**src/rtl/lrsc_pkg.sv**
```systemverilog
package lrsc_pkg;

   typedef enum logic [3:0] {
      CAUSE_ILLEGAL  = 4'd2,
      CAUSE_LD_MISAL = 4'd4,
      CAUSE_LD_FAULT = 4'd5,
      CAUSE_ST_MISAL = 4'd6,
      CAUSE_ST_FAULT = 4'd7
   } cause_e;

   localparam logic [4:0] F5_LOADRES   = 5'b00010;
   localparam logic [4:0] F5_STORECOND = 5'b00011;
   localparam logic [2:0] F3_WORD      = 3'b010;
   localparam logic [2:0] F3_DWORD     = 3'b011;

   typedef enum logic [1:0] {
      ST_IDLE,
      ST_READ,
      ST_CAPTURE,
      ST_WRITE
   } state_e;

   typedef struct packed {
      logic   legal;
      logic   is_sc;
      logic   dword;
      logic   fault;
      cause_e cause;
   } check_t;

endpackage

```
**src/rtl/lrsc_decode.sv**
```systemverilog
module lrsc_decode
   import lrsc_pkg::*;
#(
   parameter logic [63:0] RAM_BASE  = 64'h8000_0000,
   parameter int unsigned RAM_BYTES = 4096
) (
   input  logic [4:0]  funct5,
   input  logic [2:0]  funct3,
   input  logic [4:0]  rs2_field,
   input  logic [63:0] addr,
   output check_t      chk
);

   logic        width_ok, is_lr, is_sc, misal, outside;
   logic [63:0] offs;

   always_comb begin
      width_ok = (funct3 == F3_WORD) || (funct3 == F3_DWORD);
      is_lr    = (funct5 == F5_LOADRES) && width_ok && (rs2_field == 5'd0);
      is_sc    = (funct5 == F5_STORECOND) && width_ok;
      offs     = addr - RAM_BASE;
      misal    = (funct3 == F3_DWORD) ? (addr[2:0] != 3'd0) : (addr[1:0] != 2'd0);
      outside  = (addr < RAM_BASE) || (offs >= 64'(RAM_BYTES));

      chk.legal = is_lr || is_sc;
      chk.is_sc = is_sc;
      chk.dword = (funct3 == F3_DWORD);
      chk.fault = 1'b1;
      chk.cause = CAUSE_ILLEGAL;
      if (!(is_lr || is_sc)) begin
         chk.cause = CAUSE_ILLEGAL;
      end else if (misal) begin
         chk.cause = is_sc ? CAUSE_ST_MISAL : CAUSE_LD_MISAL;
      end else if (outside) begin
         chk.cause = is_sc ? CAUSE_ST_FAULT : CAUSE_LD_FAULT;
      end else begin
         chk.fault = 1'b0;
      end
   end

endmodule

```
**src/rtl/lrsc_resv.sv**
```systemverilog
module lrsc_resv #(
   parameter logic [63:0] RAM_BASE    = 64'h8000_0000,
   parameter int unsigned RAM_BYTES   = 4096,
   parameter int unsigned CHUNK_SHIFT = 6,
   parameter bit          SNOOP_EN    = 1'b1,
   localparam int unsigned RAM_AW     = $clog2(RAM_BYTES),
   localparam int unsigned CHUNK_W    = RAM_AW - CHUNK_SHIFT
) (
   input  logic               clk,
   input  logic               rst_n,
   input  logic               set_i,
   input  logic               clr_i,
   input  logic [CHUNK_W-1:0] chunk_i,
   input  logic               snoop_valid,
   input  logic [63:0]        snoop_addr,
   output logic               valid_o,
   output logic [CHUNK_W-1:0] chunk_o
);

   logic hit;

   generate
      if (SNOOP_EN) begin : g_snoop
         logic [63:0] s_off;
         assign s_off = snoop_addr - RAM_BASE;
         assign hit   = snoop_valid && valid_o && (snoop_addr >= RAM_BASE) &&
                        (s_off < 64'(RAM_BYTES)) &&
                        (s_off[RAM_AW-1:CHUNK_SHIFT] == chunk_o);
      end else begin : g_nosnoop
         logic unused_snoop;
         assign unused_snoop = snoop_valid ^ (^snoop_addr);
         assign hit          = 1'b0;
      end
   endgenerate

   always_ff @(posedge clk) begin
      if (!rst_n) begin
         valid_o <= 1'b0;
         chunk_o <= '0;
      end else if (set_i) begin
         valid_o <= 1'b1;
         chunk_o <= chunk_i;
      end else if (clr_i || hit) begin
         valid_o <= 1'b0;
      end
   end

   // a snoop into the reserved chunk kills the reservation
   p_snoop_drop_r10: assert property (@(posedge clk) disable iff (!rst_n)
      (hit && !set_i) |=> !valid_o);

   // a clear request always leaves no reservation behind
   p_clear_r8: assert property (@(posedge clk) disable iff (!rst_n)
      (clr_i && !set_i) |=> !valid_o);

   // a new reservation wins over a same-edge snoop
   p_set_wins_r10: assert property (@(posedge clk) disable iff (!rst_n)
      set_i |=> (valid_o && chunk_o == $past(chunk_i)));

endmodule

```
**src/rtl/lrsc_unit.sv**
```systemverilog
module lrsc_unit
   import lrsc_pkg::*;
#(
   parameter logic [63:0] RAM_BASE    = 64'h8000_0000,
   parameter int unsigned RAM_BYTES   = 4096,
   parameter int unsigned CHUNK_SHIFT = 6,
   parameter bit          SNOOP_EN    = 1'b1,
   localparam int unsigned RAM_AW     = $clog2(RAM_BYTES),
   localparam int unsigned CHUNK_W    = RAM_AW - CHUNK_SHIFT
) (
   input  logic              clk,
   input  logic              rst_n,
   input  logic              start,
   input  logic [4:0]        funct5,
   input  logic [2:0]        funct3,
   input  logic [4:0]        rs2_field,
   input  logic [63:0]       rs1_val,
   input  logic [63:0]       rs2_val,
   input  logic              snoop_valid,
   input  logic [63:0]       snoop_addr,
   output logic              mem_req,
   output logic              mem_we,
   output logic [RAM_AW-1:0] mem_addr,
   output logic [7:0]        mem_wstrb,
   output logic [63:0]       mem_wdata,
   input  logic [63:0]       mem_rdata,
   output logic              done,
   output logic              rd_we,
   output logic [63:0]       rd_data,
   output logic              pc_advance,
   output logic              exc_valid,
   output logic [3:0]        exc_cause,
   output logic [63:0]       exc_tval
);

   generate
      if ((64'd1 << RAM_AW) != 64'(RAM_BYTES)) begin : g_bad_size
         $error("RAM_BYTES must be a power of two");
      end
      if (CHUNK_SHIFT < 3 || CHUNK_SHIFT >= RAM_AW) begin : g_bad_chunk
         $error("CHUNK_SHIFT must lie in [3, RAM_AW)");
      end
      if ((RAM_BASE & 64'(RAM_BYTES - 1)) != 64'd0) begin : g_bad_base
         $error("RAM_BASE must be aligned to RAM_BYTES");
      end
   endgenerate

   check_t             chk;
   state_e             state;
   logic [RAM_AW-1:0]  off;
   logic               accept, fault_now, res_valid, res_set, res_clr, sc_hit;
   logic [CHUNK_W-1:0] res_chunk;
   logic               op_dword, op_upper;
   logic [31:0]        half;

   lrsc_decode #(.RAM_BASE(RAM_BASE), .RAM_BYTES(RAM_BYTES)) u_dec (
      .funct5(funct5), .funct3(funct3), .rs2_field(rs2_field),
      .addr(rs1_val), .chk(chk)
   );

   assign off       = RAM_AW'(rs1_val - RAM_BASE);
   assign accept    = start && (state == ST_IDLE);
   // a store-conditional only checks its address while a reservation exists
   assign fault_now = chk.fault && (!chk.legal || !chk.is_sc || res_valid);
   assign sc_hit    = res_valid && (res_chunk == off[RAM_AW-1:CHUNK_SHIFT]);
   assign res_set   = accept && chk.legal && !chk.is_sc && !chk.fault;
   assign res_clr   = accept && chk.legal &&
                      (chk.is_sc ? !fault_now : chk.fault);

   lrsc_resv #(
      .RAM_BASE(RAM_BASE), .RAM_BYTES(RAM_BYTES),
      .CHUNK_SHIFT(CHUNK_SHIFT), .SNOOP_EN(SNOOP_EN)
   ) u_resv (
      .clk(clk), .rst_n(rst_n), .set_i(res_set), .clr_i(res_clr),
      .chunk_i(off[RAM_AW-1:CHUNK_SHIFT]),
      .snoop_valid(snoop_valid), .snoop_addr(snoop_addr),
      .valid_o(res_valid), .chunk_o(res_chunk)
   );

   assign half = op_upper ? mem_rdata[63:32] : mem_rdata[31:0];

   always_ff @(posedge clk) begin
      if (!rst_n) begin
         state      <= ST_IDLE;
         mem_req    <= 1'b0;
         mem_we     <= 1'b0;
         mem_addr   <= '0;
         mem_wstrb  <= '0;
         mem_wdata  <= '0;
         done       <= 1'b0;
         rd_we      <= 1'b0;
         rd_data    <= '0;
         pc_advance <= 1'b0;
         exc_valid  <= 1'b0;
         exc_cause  <= '0;
         exc_tval   <= '0;
         op_dword   <= 1'b0;
         op_upper   <= 1'b0;
      end else begin
         done       <= 1'b0;
         rd_we      <= 1'b0;
         pc_advance <= 1'b0;
         exc_valid  <= 1'b0;
         mem_req    <= 1'b0;
         mem_we     <= 1'b0;
         unique case (state)
            ST_IDLE: if (start) begin
               op_dword <= chk.dword;
               op_upper <= rs1_val[2];
               if (fault_now) begin
                  done      <= 1'b1;
                  exc_valid <= 1'b1;
                  exc_cause <= chk.cause;
                  exc_tval  <= chk.legal ? rs1_val : 64'd0;
               end else if (!chk.is_sc) begin
                  mem_req  <= 1'b1;
                  mem_addr <= off;
                  state    <= ST_READ;
               end else if (sc_hit) begin
                  mem_req   <= 1'b1;
                  mem_we    <= 1'b1;
                  mem_addr  <= off;
                  mem_wdata <= chk.dword ? rs2_val : {rs2_val[31:0], rs2_val[31:0]};
                  mem_wstrb <= chk.dword ? 8'hFF : (rs1_val[2] ? 8'hF0 : 8'h0F);
                  state     <= ST_WRITE;
               end else begin
                  done       <= 1'b1;
                  rd_we      <= 1'b1;
                  rd_data    <= 64'd1;
                  pc_advance <= 1'b1;
               end
            end
            ST_READ: state <= ST_CAPTURE;
            ST_CAPTURE: begin
               done       <= 1'b1;
               rd_we      <= 1'b1;
               pc_advance <= 1'b1;
               rd_data    <= op_dword ? mem_rdata : {{32{half[31]}}, half};
               state      <= ST_IDLE;
            end
            ST_WRITE: begin
               done       <= 1'b1;
               rd_we      <= 1'b1;
               pc_advance <= 1'b1;
               rd_data    <= 64'd0;
               state      <= ST_IDLE;
            end
            default: state <= ST_IDLE;
         endcase
      end
   end

   // a trapping operation never writes rd nor advances the PC
   p_exc_no_wb_r11: assert property (@(posedge clk) disable iff (!rst_n)
      exc_valid |-> (!rd_we && !pc_advance));

   // PC advance only accompanies a clean completion
   p_pc_with_done_r13: assert property (@(posedge clk) disable iff (!rst_n)
      pc_advance |-> (done && !exc_valid));

   // a RAM write is followed by a success report
   p_sc_write_r8: assert property (@(posedge clk) disable iff (!rst_n)
      (mem_req && mem_we) |=> (done && rd_we && rd_data == 64'd0));

   // a RAM read completes two cycles later with a writeback
   p_lr_read_r5: assert property (@(posedge clk) disable iff (!rst_n)
      (mem_req && !mem_we) |=> ##1 (done && rd_we));

   // illegal encodings report a zero trap value
   p_illegal_tval_r2: assert property (@(posedge clk) disable iff (!rst_n)
      (exc_valid && exc_cause == CAUSE_ILLEGAL) |-> (exc_tval == 64'd0));

endmodule

```
**config.mk**
```make
export PLATFORM = sky130hd
export DESIGN_NAME = lrsc_unit
export DESIGN_NICKNAME = d
export VERILOG_FILES = /design/src/rtl/lrsc_pkg.sv /design/src/rtl/lrsc_decode.sv /design/src/rtl/lrsc_resv.sv /design/src/rtl/lrsc_unit.sv
export SDC_FILE = /design/constraint.sdc
export NUM_CORES = 1
export LEC_CHECK = 0
export BUFFER_PORTS_ARGS = -buffer_cell sky130_fd_sc_hd__buf_4
export CAP_MARGIN = 20
export CORE_AREA = 5 5 191 193
export DETAILED_ROUTE_END_ITERATION = 6
export DIE_AREA = 0 0 196 198
export PLACE_DENSITY_LB_ADDON = 0.15
export REMOVE_ABC_BUFFERS = 1
export SLEW_MARGIN = 20
export SYNTH_ARGS = -nofsm -noshare
export SYNTH_HDL_FRONTEND = slang
export SYNTH_HIERARCHICAL = 1
export SYNTH_SLANG_ARGS = --single-unit
```
**constraint.sdc**
```tcl
create_clock -name clk -period 6.19 [get_ports clk]
set_input_delay 0.3095 -clock clk [delete_from_list [all_inputs] [get_ports clk]]
set_output_delay 0.3095 -clock clk [all_outputs]
set_load 0.05 [all_outputs]
```
Word-level counts from Yosys, hierarchy flattened
Cells that the tools add are included.
{ "totals": {"regBits": 232, "latchBits": 0, "mem_bits_rw": 0, "mem_bits_ro": 0, "inputBits": 273, "output_inout_bits": 222, "elab_cells": 123, "n_memories": 0} }
{ "op_classes": {"addsub": 2, "mul": 0, "div": 0, "magnitude_cmp": 4, "n_eq_ne": 15, "shift": 0, "n_mux": 41, "bitwise": 5, "reduce_logical": 40} }
{ "ops": {"columns": ["cell", "n"], "rows": [
  ["64-bit 2-to-1 mux", 7],
  ["64-bit case mux with 3 select lines", 1],
  ["64-bit by 32-bit subtractor with 64-bit output (second input constant)", 2],
  ["64-bit by 13-bit greater-or-equal comparator with 1-bit output (second input constant)", 1],
  ["64-bit by 32-bit greater-or-equal comparator with 1-bit output (second input constant)", 1],
  ["64-bit by 13-bit less-than comparator with 1-bit output (second input constant)", 1],
  ["64-bit by 32-bit less-than comparator with 1-bit output (second input constant)", 1],
  ["32-bit 2-to-1 mux", 1],
  ["12-bit 2-to-1 mux", 2],
  ["1-bit 2-to-1 mux", 16],
  ["8-bit 2-to-1 mux", 2],
  ["1-bit logical AND", 14],
  ["6-bit == test", 2],
  ["2-bit 2-to-1 mux", 6],
  ["4-bit 2-to-1 mux", 3],
  ["5-bit by 2-bit == test with 1-bit output (second input constant)", 2],
  ["5-bit AND reduction", 2],
  ["3-bit AND reduction", 3],
  ["2-bit inequality test (second input constant)", 4],
  ["3-bit by 2-bit == test with 1-bit output (second input constant)", 2],
  ["1-bit logical OR", 6],
  ["2-bit case mux with 3 select lines", 1],
  ["3-bit nonzero test", 2],
  ["5-bit logical NOT", 1],
  ["other kinds (14)", 24]
]} }

Depth between registers and ports, before layout
Gate-level depths: netlist of the first run.
{ "depth": {"depth_word": 15, "mapped_depth": 17, "depth_no_buf": 15} }

Modules after synthesis
Netlist of the first run, hierarchy kept.
{ "by_module_without_submodules": {"columns": ["mod", "n_inst", "cells_each", "area_per_inst_um2", "seq_area_each_um2"], "rows": [
  ["lrsc_unit", 1, 818, 8443.1, 4384.2],
  ["lrsc_resv", 1, 108, 875.8, 140.1],
  ["lrsc_decode", 1, 99, 676.9, 0.0]
]} }

Worst setup path before layout of the first run
Ideal clock, no wire load.
{ "synth_timing": {"kind": "input to register", "start": "input port rs1_val[31]", "end": "register u_resv.valid_o", "setup_time_ns": 0.074, "t_arrival_ns": 3.539, "required_time_ns": 6.116, "setup_slack_ns": 2.577, "path_stages": 17, "path_buffers": 2, "cell_sequence": "inv_1 > ha_1 > nor4b_2 > nand3_1 > xnor2_1 > or4_4 > nor4_4 > nand3_1 > clkbuf_1 > nor3_1 > clkbuf_1 > nand4b_1 > nor2_1 > nand4_1 > nor4_1 > o2111a_1 > a31oi_1"} }
{ "synth_lines": {"columns": ["item", "line", "source"], "rows": [
  ["start, declared", "lrsc_unit.sv:17", "input logic [63:0] rs1_val,"],
  ["end signal, assigned", "lrsc_resv.sv:38", "valid_o <= 1'b0;"],
  ["end signal, assigned", "lrsc_resv.sv:41", "valid_o <= 1'b1;"],
  ["end signal, assigned", "lrsc_resv.sv:44", "valid_o <= 1'b0;"],
  ["end, declared", "lrsc_resv.sv:16", "output logic valid_o,"]
]} }

==> results.py, run 1 <==
metrics = {
    "clocking": {
        "clk_root_buffer_cell": "clkbuf_16",
        "post_cts_buffers": 0,
        "clock_latency_ns": 0.53,
        "clk_path_buf_depth": 3,
        "clkTransAtPathRegs_ns": 0.06,
        "h-tree-depth": 1,
        "numCtsBuffers": 27,
        "cts_tree": "yes",
        "cts.sinks": 226,
    },
    "final_layout": {
        "finalNetCount": 1777,
        "drive_above_1_share_pct": 39.32,
        "post-route-util_pct": 44.27,
        "final_area_mm2": 0.01522,
        "diodes": 0,
        "synthToLayoutAreaGrowth_pct": 52.25,
        "multi_input_comb_area_mm2": 0.005014,
        "regArea_mm2": 0.004524,
        "fill_cells": 3367,
    },
    "sta": {
        "fin_skew_ns": 0.01983,
        "setup_ws_ns": 1.846,
        "maxSlewHeadroom_pct": 22.95,
        "finalSetupViolCount": 0,
        "worst_pin_slew_ns": 1.144,
        "min_period_ns": 4.344,
        "hold_viol_final": 0,
        "rsz0062_at_grt": "no",
        "fin_crit_sh_pct": 70.18,
        "fmax_ghz": 0.2302,
        "drv_slew": 0,
    },
    "placed_design": {
        "post_dp_cell_area_mm2": 0.01396,
        "gp_congestion": 0.8092,
        "hpwl_um": 27970,
        "place_ws_ns": 1.289,
        "port_buffers": 488,
    },
    "floorplanning": {
        "initial_core_util_pct": 29.08,
        "ios": 495,
        "core-area_mm2": 0.03437,
        "die_x_um": 196,
        "die-height_um": 198,
        "dieArea_mm2": 0.03881,
        "row_count": 68,
    },
    "routing": {
        "post-route-drc-count": 0,
        "antenna_left": 0,
        "first_pass_iters": 5,
        "num_vias": 9568,
        "wirelength_um": 37310,
        "wl_per_cell_um": 18.88,
        "drt_iter0_drc": 334,
        "avgViaCountPerCell": 4.842,
    },
    "grt": {
        "grt_first_pass_wirelength_um": 56510,
        "grt_max_degree": 92,
        "grt_usage_pct": 17.87,
        "gr-total-overflow": 0,
        "antenna_found_initial": 0,
        "grt_pass1_vias": 9796,
    },
    "yosys": {
        "syn_inst": 1025,
        "synth_top_cell_by_area": "dfxtp_1",
        "synth_compound_area_share_pct": 19.75,
        "async_flop_share_pct": 0,
        "synth_simple_gate_area_share_pct": 16.05,
        "synth_top_cell_area_share_pct": 45.26,
        "synth_top_family_by_area": "compound AO/OA/AOI/OAI gates",
        "synth-edff-count": 0,
        "synth_mux_area_share_pct": 12.12,
        "ys_seq_area_share_pct": 45.26,
        "syn_avg_cell_area_um2": 9.752,
        "netlist-cell-type-count": 76,
        "synth_xor_area_share_pct": 1.665,
        "synth_top_flop_cell": "dfxtp_1",
        "synthAdderAreaFrac_pct": 0.2503,
        "syn_area_mm2": 0.009996,
        "ys_warn_count": 6,
        "ys_ff_latch": 226,
        "synthTopCellsByArea": "dfxtp_1 (45%), mux2i_1 (12%), nor2_1 (6.1%)",
    },
    "run_status": {
        "status": "completed",
    },
    "power": {
        "p_leak_nw": 6.251,
        "power_density_mw_per_mm2": 229.9,
        "irDropWorstVdd_uv": 185.4,
    },
    "critical_path": {
        "arrival_ns": 4.71,
        "crit_fanout": 16,
        "path_class": "in -> reg",
        "end_kind": "register",
        "worstSetupStartpointType": "input port",
        "crit_required_ns": 6.56,
    },
    "worst_hold_path": {
        "hold_path_class": "in -> reg",
    },
    "flow_run": {
        "maxCapViolCount": 0,
    },
}
==> cells in the mapped netlist (3+ instances only) <==
library cell    n
dfxtp_1       226
nor2_1        163
mux2i_1       121
a22oi_1        65
clkbuf_1       51
o2bb2ai_1      43
a21oi_1        39
nand2_1        36
a211oi_1       35
o2bb2ai_2      20
nor4_1         18
nor3_1         16
xnor2_1        15
buf_2          14
buf_4          12
nor2b_1        11
nand3_1         9
o21ai_0         9
buf_6           8
inv_1           8
nand4_1         6
or4_1           6
and2_1          5
nand3b_1        5
xor2_1          4
a221oi_1        3
a31o_2          3
and4b_1         3
buf_1           3
nand2b_1        3
nand4b_1        3
nor4b_1         3
o211ai_1        3
or3_1           3
==> critical path, stage by stage <==
cell	delay [ns]
dlygate4sd3_1	0.53
buf_4	0.14
or4_2	0.60
nor3_1	0.16
nand4_1	0.15
or4_4	0.48
nor4_4	0.37
nand3_1	0.34
inv_1	0.16
o211ai_1	0.14
nor3_2	0.71
buf_4	0.36
mux2i_1	0.21
nor2_1	0.05
==> timing repair <==
item / in CTS / in global routing
gates resized for setup: 0 / 0
hold buffers: 31 / 0
endpoints found under the hold margin: 31 / 0
==> through the flow <==
stage / power, W / setup TNS [ns] / std cells / hold slack [ns]
detailed placement: 0.001821 / 0 / 1897 / 0.4487
global route: 0.003643 / 0 / 1976 / 0.01004
floorplan: 0.001612 / -240.71 / 937 / 0.4263
CTS: 0.003564 / 0 / 1976 / 0.0001749
global placement: 0.001818 / 0 / 1897 / 0.4455
finish: 0.003499 / 0 / 1976 / 0.03039
==> worst paths after layout <==
kind	from	to	slack (ns)	cells past startpoint
setup / recovery	rs1_val[58]	mem_wdata[2]	1.85	14
hold reg to reg	mem_addr[6]	mem_addr[6]	0.46	2
hold / removal	rs1_val[61]	exc_tval[61]	0.03	3
setup reg to reg	state[1]	exc_tval[43]	3.59	5
==> cells by family after synthesis <==
| logic type | count (synthesis) |
|---|---|
| compound gates | 244 |
| xor+xnor | 19 |
| fa+ha+maj | 2 |
| buf+inv | 97 |
| flops | 226 |
| mux | 121 |
| other cells | 1 |
| simple gates | 315 |
==> sequential cells by signal (all words and copies together) (netlist names) <==
signal / count
rd_data: 64
pc_advance: 1
mem_we: 1
mem_wstrb: 2
mem_addr: 12
exc_cause: 4
mem_wdata: 64
mem_req: 1
u_resv/valid_o: 1
exc_tval: 64
u_resv/chunk_o: 6
state: 2
op_upper: 1
op_dword: 1
done: 1
exc_valid: 1
==> cell usage in the layout, fill, tap and decap left out, types with 8 or more instances in the layout <==
master	count
a211oi_1	35
o2bb2ai_2	20
o2bb2ai_1	43
buf_4	503
nor3_1	15
inv_1	8
nand3_1	8
mux2i_1	121
nor2_1	161
o21ai_0	9
a22oi_1	65
nor2b_1	10
dfxtp_1	226
xnor2_1	15
dlygate4sd3_1	31
clkbuf_16	27
a21oi_1	39
nand2_1	36
nor4_1	18
==> layout make-up <==
cell class / instances / area share (%)
Inverter: 9 / 0.2384
Timing Repair Buffer: 536 / 27.12
Sequential cell: 226 / 29.73
Clock inverter: 14 / 1.488
Tap cell: 455 / 3.741
Clock buffer: 34 / 4.744
Multi-Input combinational cell: 702 / 32.94
==> power by group <==
part | internal, W | switching [W]
registers | 0.00146 | 0.00000242
logic | 0.000177 | 0.000164
clock network | 0.00107 | 0.000627
total | 0.00271 | 0.000794
==> metal layers <==
metal	global-route usage (%)	up-vias	share of wire [%]
met3	5.666	43	8.3
met2	31.54	331	49
li1	-	4711	-
met5	0	-	0
met4	4.344	0	2.5
met1	21.22	4483	41
Note: power is estimated with default switching activity, not from simulation.
==> inputs of run 2 (changes only) <==
ABC_AREA = 1   (was unset)
CORE_AREA = 5 5 190 192   (was 5 5 191 193)
DIE_AREA = 0 0 195 197   (was 0 0 196 198)
clock period = 3.84 ns   (was 6.19 ns; I/O delays follow)
==> run 2 against run 1 <==
Against the previous run: first-iteration DRC count increased by 92%; critical path depth increased by 8; clock skew decreased by 0.0082 ns; worst hold slack got worse by 0.0018 ns; power increased by 68%; routed wire length increased by 31%; area after synthesis increased by 25%; non-clock buffer count increased by 100; global-route usage increased by 6.0 points; critical path type unchanged; die area decreased by 1.0%; count of clock-buffer cells in the layout increased by 6; largest power group unchanged; register-to-register slack got worse by 2.1 ns.
==> results.py, run 2 <==
metrics = {
    "routing": {
        "drt_iter0_drc": 640,
        "wirelength_um": 49040,
        "num_vias": 14500,
        "first_pass_iters": 5,
        "post-route-drc-count": 0,
        "wl_per_cell_um": 16.38,
        "antenna_left": 0,
        "avgViaCountPerCell": 4.844,
    },
    "final_layout": {
        "largestRegisters": "exc_tval x64, mem_wdata x64, rd_data x64",
        "final_common_cell": "buf_4",
        "multi_input_comb_area_mm2": 0.006666,
        "final_cell_mix": "buf_4 (509), nand2_1 (431), nor2_1 (321)",
        "post-route-util_pct": 54.63,
        "regArea_mm2": 0.004524,
        "synthToLayoutAreaGrowth_pct": 48.96,
        "finalNetCount": 2791,
        "drive_above_1_share_pct": 26.01,
        "fill_cells": 3376,
    },
    "floorplanning": {
        "die_x_um": 195,
        "die-height_um": 197,
        "ios": 495,
        "dieArea_mm2": 0.03842,
        "initial_core_util_pct": 36.67,
        "row_count": 68,
        "core-area_mm2": 0.03420,
    },
    "critical_path": {
        "reg2reg_depth": 9,
        "path_cells": "dlygate4sd3_1, buf_4, inv_1, ha_2, nand2_2, nor2_4, buf_12, nand3_1, nand2_1, nand2_1, nand3b_1, nor2_1, nand2_1, nor2_2, nand2_1, nand2_4, nand2_1, nor2_4, nand3_4, buf_12, o21ai_0, a21oi_1",
        "crit_slowest_cell": "dlygate4sd3_1",
        "slowest_delay_ns": 0.54,
        "path_depth": 22,
        "timing.rr.start": "op_dword",
        "path_class": "in -> reg",
        "cpLargestDelayFamily": "simple AND/OR/NAND/NOR gates",
        "crit_required_ns": 4.27,
        "end_kind": "register",
        "crit_fanout": 133,
        "arrival_ns": 3.89,
        "critPathBufInv": 5,
        "worstSetupStartpointType": "input port",
        "cpMostUsedCell": "nand2_1",
        "crit_start": "rs1_val[31]",
    },
    "yosys": {
        "synthTopCellsByArea": "dfxtp_1 (36%), nand2_1 (13%), nor2_1 (9.7%)",
        "synth_top_cell_by_area": "dfxtp_1",
        "synth_top_flop_cell": "dfxtp_1",
        "synth_most_common_cell": "nand2_1",
        "ys_warn_count": 6,
        "async_flop_share_pct": 0,
        "synth_top_cell_area_share_pct": 36.07,
        "ys_seq_area_share_pct": 36.07,
        "syn_area_mm2": 0.01254,
        "syn_avg_cell_area_um2": 6.393,
        "netlist-cell-type-count": 41,
        "ys_ff_latch": 226,
        "syn_inst": 1962,
        "synth_commonest_cells": "nand2_1 (431), nor2_1 (324), dfxtp_1 (226)",
        "synth-edff-count": 0,
    },
    "grt": {
        "grt_usage_pct": 23.87,
        "antenna_found_initial": 2,
        "grt_pass1_vias": 13970,
        "gr-total-overflow": 0,
        "grt_first_pass_wirelength_um": 76220,
        "grt_max_degree": 134,
    },
    "clocking": {
        "clk_root_buffer_cell": "clkbuf_16",
        "clk_path_buf_depth": 3,
        "h-tree-depth": 1,
        "cts.sinks": 226,
        "numCtsBuffers": 27,
        "clock_latency_ns": 0.55,
        "cts_tree": "yes",
        "clkTransAtPathRegs_ns": 0.06,
    },
    "sta": {
        "hold_viol_final": 0,
        "fmax_ghz": 0.2886,
        "fin_skew_ns": 0.01162,
        "fin_hold_ws_ns": 0.02858,
        "rsz0062_at_grt": "no",
        "maxSlewHeadroom_pct": 35.90,
        "min_period_ns": 3.464,
        "drv_slew": 0,
        "setup_ws_ns": 0.3756,
        "finalSetupViolCount": 0,
        "worst_pin_slew_ns": 0.9604,
        "fin_crit_sh_pct": 90.22,
    },
    "placed_design": {
        "gp_congestion": 0.9073,
        "place_ws_ns": 0.2337,
        "hpwl_um": 36030,
        "port_buffers": 488,
    },
    "power": {
        "p_leak_nw": 8.536,
        "irDropWorstVdd_uv": 309.5,
        "power_density_mw_per_mm2": 315.0,
    },
    "worst_hold_path": {
        "hold_path_depth": 5,
        "min_from": "mem_rdata[63]",
        "hold_path_class": "in -> reg",
    },
    "run_status": {
        "status": "completed",
    },
    "flow_run": {
        "maxCapViolCount": 0,
    },
}
==> run 2: metrics by stage <==
stage / TNS (ns) / total power (W) / std cells / area, µm²
6_report: 0 / 0.005886 / 2993 / 18680
5_1_grt: 0 / 0.006114 / 2993 / 18680
4_1_cts: 0 / 0.005948 / 2990 / 18650
3_5_place_dp: 0 / 0.003056 / 2815 / 16430
3_3_place_gp: 0 / 0.003051 / 2815 / 16430
2_1_floorplan: -6.354 / 0.002673 / 1851 / 11990
==> run 2: logic make-up after synthesis <==
kind of cell / count (synthesis) / synth area share, %
mux: 32 / 2.873
other cells: 1 / 0.02990
buf+inv: 334 / 11.06
compound gates: 352 / 14.22
simple gates: 1003 / 34.70
fa+ha+maj: 2 / 0.1995
flops: 226 / 36.07
xor+xnor: 12 / 0.8379
==> run 2: final timing paths <==
| check | endpoint | slack (ns) |
|---|---|---|
| worst max-delay path | mem_wdata[39] | 0.38 |
| worst min-delay path | rd_data[63] | 0.03 |
| worst max register to register | rd_data[9] | 1.46 |
| worst min register to register | mem_wdata[54] | 0.44 |
==> run 2: area by class of cell <==
| class | count | area share [%] |
|---|---|---|
| inverters | 223 | 4.493 |
| repair buffers | 636 | 27.36 |
| flip-flops and latches | 226 | 24.21 |
| clock inverters | 10 | 0.8839 |
| multi-input cells | 1402 | 35.68 |
| well taps | 455 | 3.047 |
| clock buffers | 40 | 4.306 |
| diodes | 1 | 0.01339 |
==> run 2: routing by layer <==
metal | vias to the layer above | share of wire (%) | global-route usage (%)
met2 | 512 | 48 | 41.07
met5 | - | 0.014 | 0
met3 | 92 | 7.4 | 5.094
li1 | 7349 | - | -
met1 | 6543 | 41 | 29.70
met4 | 2 | 3.5 | 8.379
==> run 2: tightest hold or removal path, cell delays in order <==
cell and delay, ns:
buf_4 0.11, inv_1 0.05, o21ai_0 0.07, nand2_1 0.05, a21oi_1 0.05
==> run 2: where the power goes <==
group / internal [W] / leakage [nW] / total (W) / switching, W
Combinational: 0.000373 / 6.23 / 0.000762 / 0.000389
Clock: 0.00172 / 0.482 / 0.00277 / 0.00105
Sequential: 0.00235 / 1.82 / 0.00235 / 0.00000303
Total: 0.00444 / 8.54 / 0.00589 / 0.00144
==> run 2: what timing repair did <==
action,in CTS,in global routing
hold buffers,125,0
gates resized for setup,0,1
endpoints found under the setup margin,0,96
setup buffers,0,2
hold endpoints to repair,143,0
==> inputs of run 3 (changes only) <==
ABC_AREA = unset   (was 1)
CORE_AREA = 5 5 187 189   (was 5 5 190 192)
DIE_AREA = 0 0 192 194   (was 0 0 195 197)
SYNTH_HIERARCHICAL = unset   (was 1)
==> run 3 against run 2 <==
Against the previous run: count of clock-buffer cells in the layout is the same; sequential power is essentially flat; critical path depth shrank 10.
==> results.py, run 3 <==
metrics = {
    "routing": {
        "wl_per_cell_um": 18.08,
        "num_vias": 11840,
        "antenna_left": 0,
        "avgViaCountPerCell": 4.939,
        "first_pass_iters": 5,
        "post-route-drc-count": 0,
        "drt_iter0_drc": 493,
        "wirelength_um": 43350,
    },
    "sta": {
        "fmax_ghz": 0.2881,
        "fin_hold_ws_ns": 0.02563,
        "min_period_ns": 3.471,
        "fin_crit_sh_pct": 90.39,
        "hold_viol_final": 0,
        "rsz0062_at_grt": "no",
        "worst_pin_slew_ns": 0.9036,
        "setup-tns-final_ns": 0,
        "drv_slew": 0,
        "finalSetupViolCount": 0,
        "maxSlewHeadroom_pct": 39.76,
        "fin_skew_ns": 0.008472,
    },
    "placed_design": {
        "port_buffers": 487,
        "post_dp_cell_area_mm2": 0.01485,
        "hpwl_um": 29850,
        "dp_cells": 2149,
        "gp_congestion": 0.8400,
    },
    "clocking": {
        "post_cts_buffers": 0,
        "clk_path_buf_depth": 3,
        "cts_hold_buf": 201,
        "cts_resized": 0,
        "clkTransAtPathRegs_ns": 0.06,
        "clock_latency_ns": 0.53,
        "h-tree-depth": 1,
        "clk_root_buffer_cell": "clkbuf_16",
        "cts.sinks": 225,
        "cts_tree": "yes",
        "numCtsBuffers": 27,
    },
    "final_layout": {
        "final_area_mm2": 0.01775,
        "finalNetCount": 2206,
        "final_cell_count_no_fill": 2397,
        "final_cell_mix": "buf_4 (502), nand2_1 (332), dfxtp_1 (225)",
        "synthToLayoutAreaGrowth_pct": 63.46,
        "drive_above_1_share_pct": 28.90,
        "fill_cells": 3052,
        "final_common_cell": "buf_4",
        "largestRegisters": "exc_tval x64, mem_wdata x64, rd_data x64",
    },
    "critical_path": {
        "timing.rr.end": "exc_tval[40]",
        "reg2reg_depth": 6,
        "cpLargestDelayFamily": "compound AO/OA/AOI/OAI gates",
        "slowest_delay_ns": 0.54,
        "path_depth": 12,
        "worstSetupStartpointType": "input port",
        "end_kind": "register",
        "critPathBufInv": 4,
        "timing.rr.start": "state[0]",
        "crit_fanout": 28,
        "crit_required_ns": 4.20,
        "r2r_setup_slack_ns": 1.56,
        "path_cells": "dlygate4sd3_1, buf_4, inv_1, ha_1, nor4b_2, nand4_2, o41a_1, nor3b_1, nand4b_1, a21oi_4, buf_12, o32ai_1",
        "crit_slowest_cell": "dlygate4sd3_1",
        "arrival_ns": 3.83,
        "path_class": "in -> reg",
    },
    "yosys": {
        "async_flop_share_pct": 0,
        "synth-edff-count": 0,
        "syn_area_mm2": 0.01086,
        "syn_inst": 1302,
        "synth_top_cell_area_share_pct": 41.48,
        "ys_seq_area_share_pct": 41.48,
        "synth_most_common_cell": "nand2_1",
        "synth_top_flop_cell": "dfxtp_1",
        "syn_avg_cell_area_um2": 8.339,
        "ys_ff_latch": 225,
        "synth_top_cell_by_area": "dfxtp_1",
        "synth_commonest_cells": "nand2_1 (332), dfxtp_1 (225), mux2i_1 (177)",
        "netlist-cell-type-count": 62,
        "synthTopCellsByArea": "dfxtp_1 (41%), mux2i_1 (16%), nand2_1 (11%)",
        "ys_warn_count": 0,
    },
    "floorplanning": {
        "core-area_mm2": 0.03311,
        "die_x_um": 192,
        "dieArea_mm2": 0.03725,
        "initial_core_util_pct": 32.79,
        "row_count": 67,
        "ios": 495,
        "die-height_um": 194,
    },
    "power": {
        "total_power_w": 0.005694,
        "power_density_mw_per_mm2": 320.8,
        "p_leak_nw": 8.238,
        "irDropWorstVdd_uv": 281.9,
    },
    "flow_run": {
        "maxCapViolCount": 0,
    },
    "grt": {
        "antenna_found_initial": 1,
        "gr-total-overflow": 0,
        "grt_pass1_vias": 12060,
        "grt_first_pass_wirelength_um": 66410,
        "grt_max_degree": 137,
        "grt_usage_pct": 21.77,
    },
    "worst_hold_path": {
        "hold_path_depth": 5,
        "hold_path_class": "in -> reg",
        "whs_endpoint": "mem_wdata[58]",
        "min_from": "rs2_val[58]",
    },
    "run_status": {
        "status": "completed",
    },
}
-- run 3: logic make-up (layout without fill, tap and decap cells) --
logic type | after synthesis | in the layout | synth area share [%]
AND/OR/NAND/NOR | 550 | 550 | 23.54
flip-flops | 225 | 225 | 41.48
buffers and inverters | 180 | 826 | 6.753
multiplexers | 178 | 178 | 16.42
AO/OA/AOI/OAI | 150 | 150 | 10.24
XOR/XNOR | 16 | 16 | 1.291
adder cells (fa/ha/maj) | 2 | 2 | 0.2304
other | 1 | 2 | 0.03454
-- run 3: cell type report --
class	instances	area (µm²)	area share [%]
Timing Repair Buffer	708	5874	33.10
Multi-Input combinational cell	897	5657	31.87
Sequential cell	225	4504	25.38
Clock buffer	40	774.5	4.364
Tap cell	448	560.5	3.158
Inverter	72	270.3	1.523
Clock inverter	6	105.1	0.5922
Antenna cell	1	2.502	0.01410
-- run 3: worst max path at each step --
stage	start	endpoint
finish	rs1_val[31]	rd_data[2]
detailed placement	rs1_val[31]	mem_addr[1]
global route	rs1_val[31]	rd_data[37]
floorplan	rs1_val[31]	exc_cause[1]
global placement	rs1_val[31]	mem_addr[1]
CTS	rs1_val[31]	mem_addr[1]
-- run 3: power breakdown --
group          switching, W  internal, W  total (W)
clock              0.000989      0.00158    0.00257
combinational      0.000354     0.000430   0.000784
sequential       0.00000299      0.00234    0.00234
total               0.00135      0.00435    0.00569
-- run 3: worst reg2reg max path: cells and delay by family (launching register included) --
family / cells / cell delay (ns)
AOI/OAI and AO/OA: 1 / 0.20
buffers and inverters: 1 / 0.38
DFF: 1 / 0.33
muxes: 1 / 0.25
and+or+nand+nor: 3 / 1.06
-- run 3: through the flow --
| stage | util, % | setup slack [ns] |
|---|---|---|
| after floorplan | - | -3.107 |
| after global placement | 44.84 | 0.4630 |
| after detailed placement | 44.84 | 0.4325 |
| after CTS | 53.58 | 0.4267 |
| after global routing | 53.60 | 0.1585 |
| final | 53.60 | 0.3690 |
-- run 3: routing by layer --
layer / vias up / wire length [µm] / global-route usage [%]
met5: - / 0 / 0
met4: 0 / 1517 / 7.475
met3: 94 / 3699 / 5.924
met2: 425 / 20790 / 37.31
met1: 5540 / 17340 / 26.20
li1: 5779 / - / -
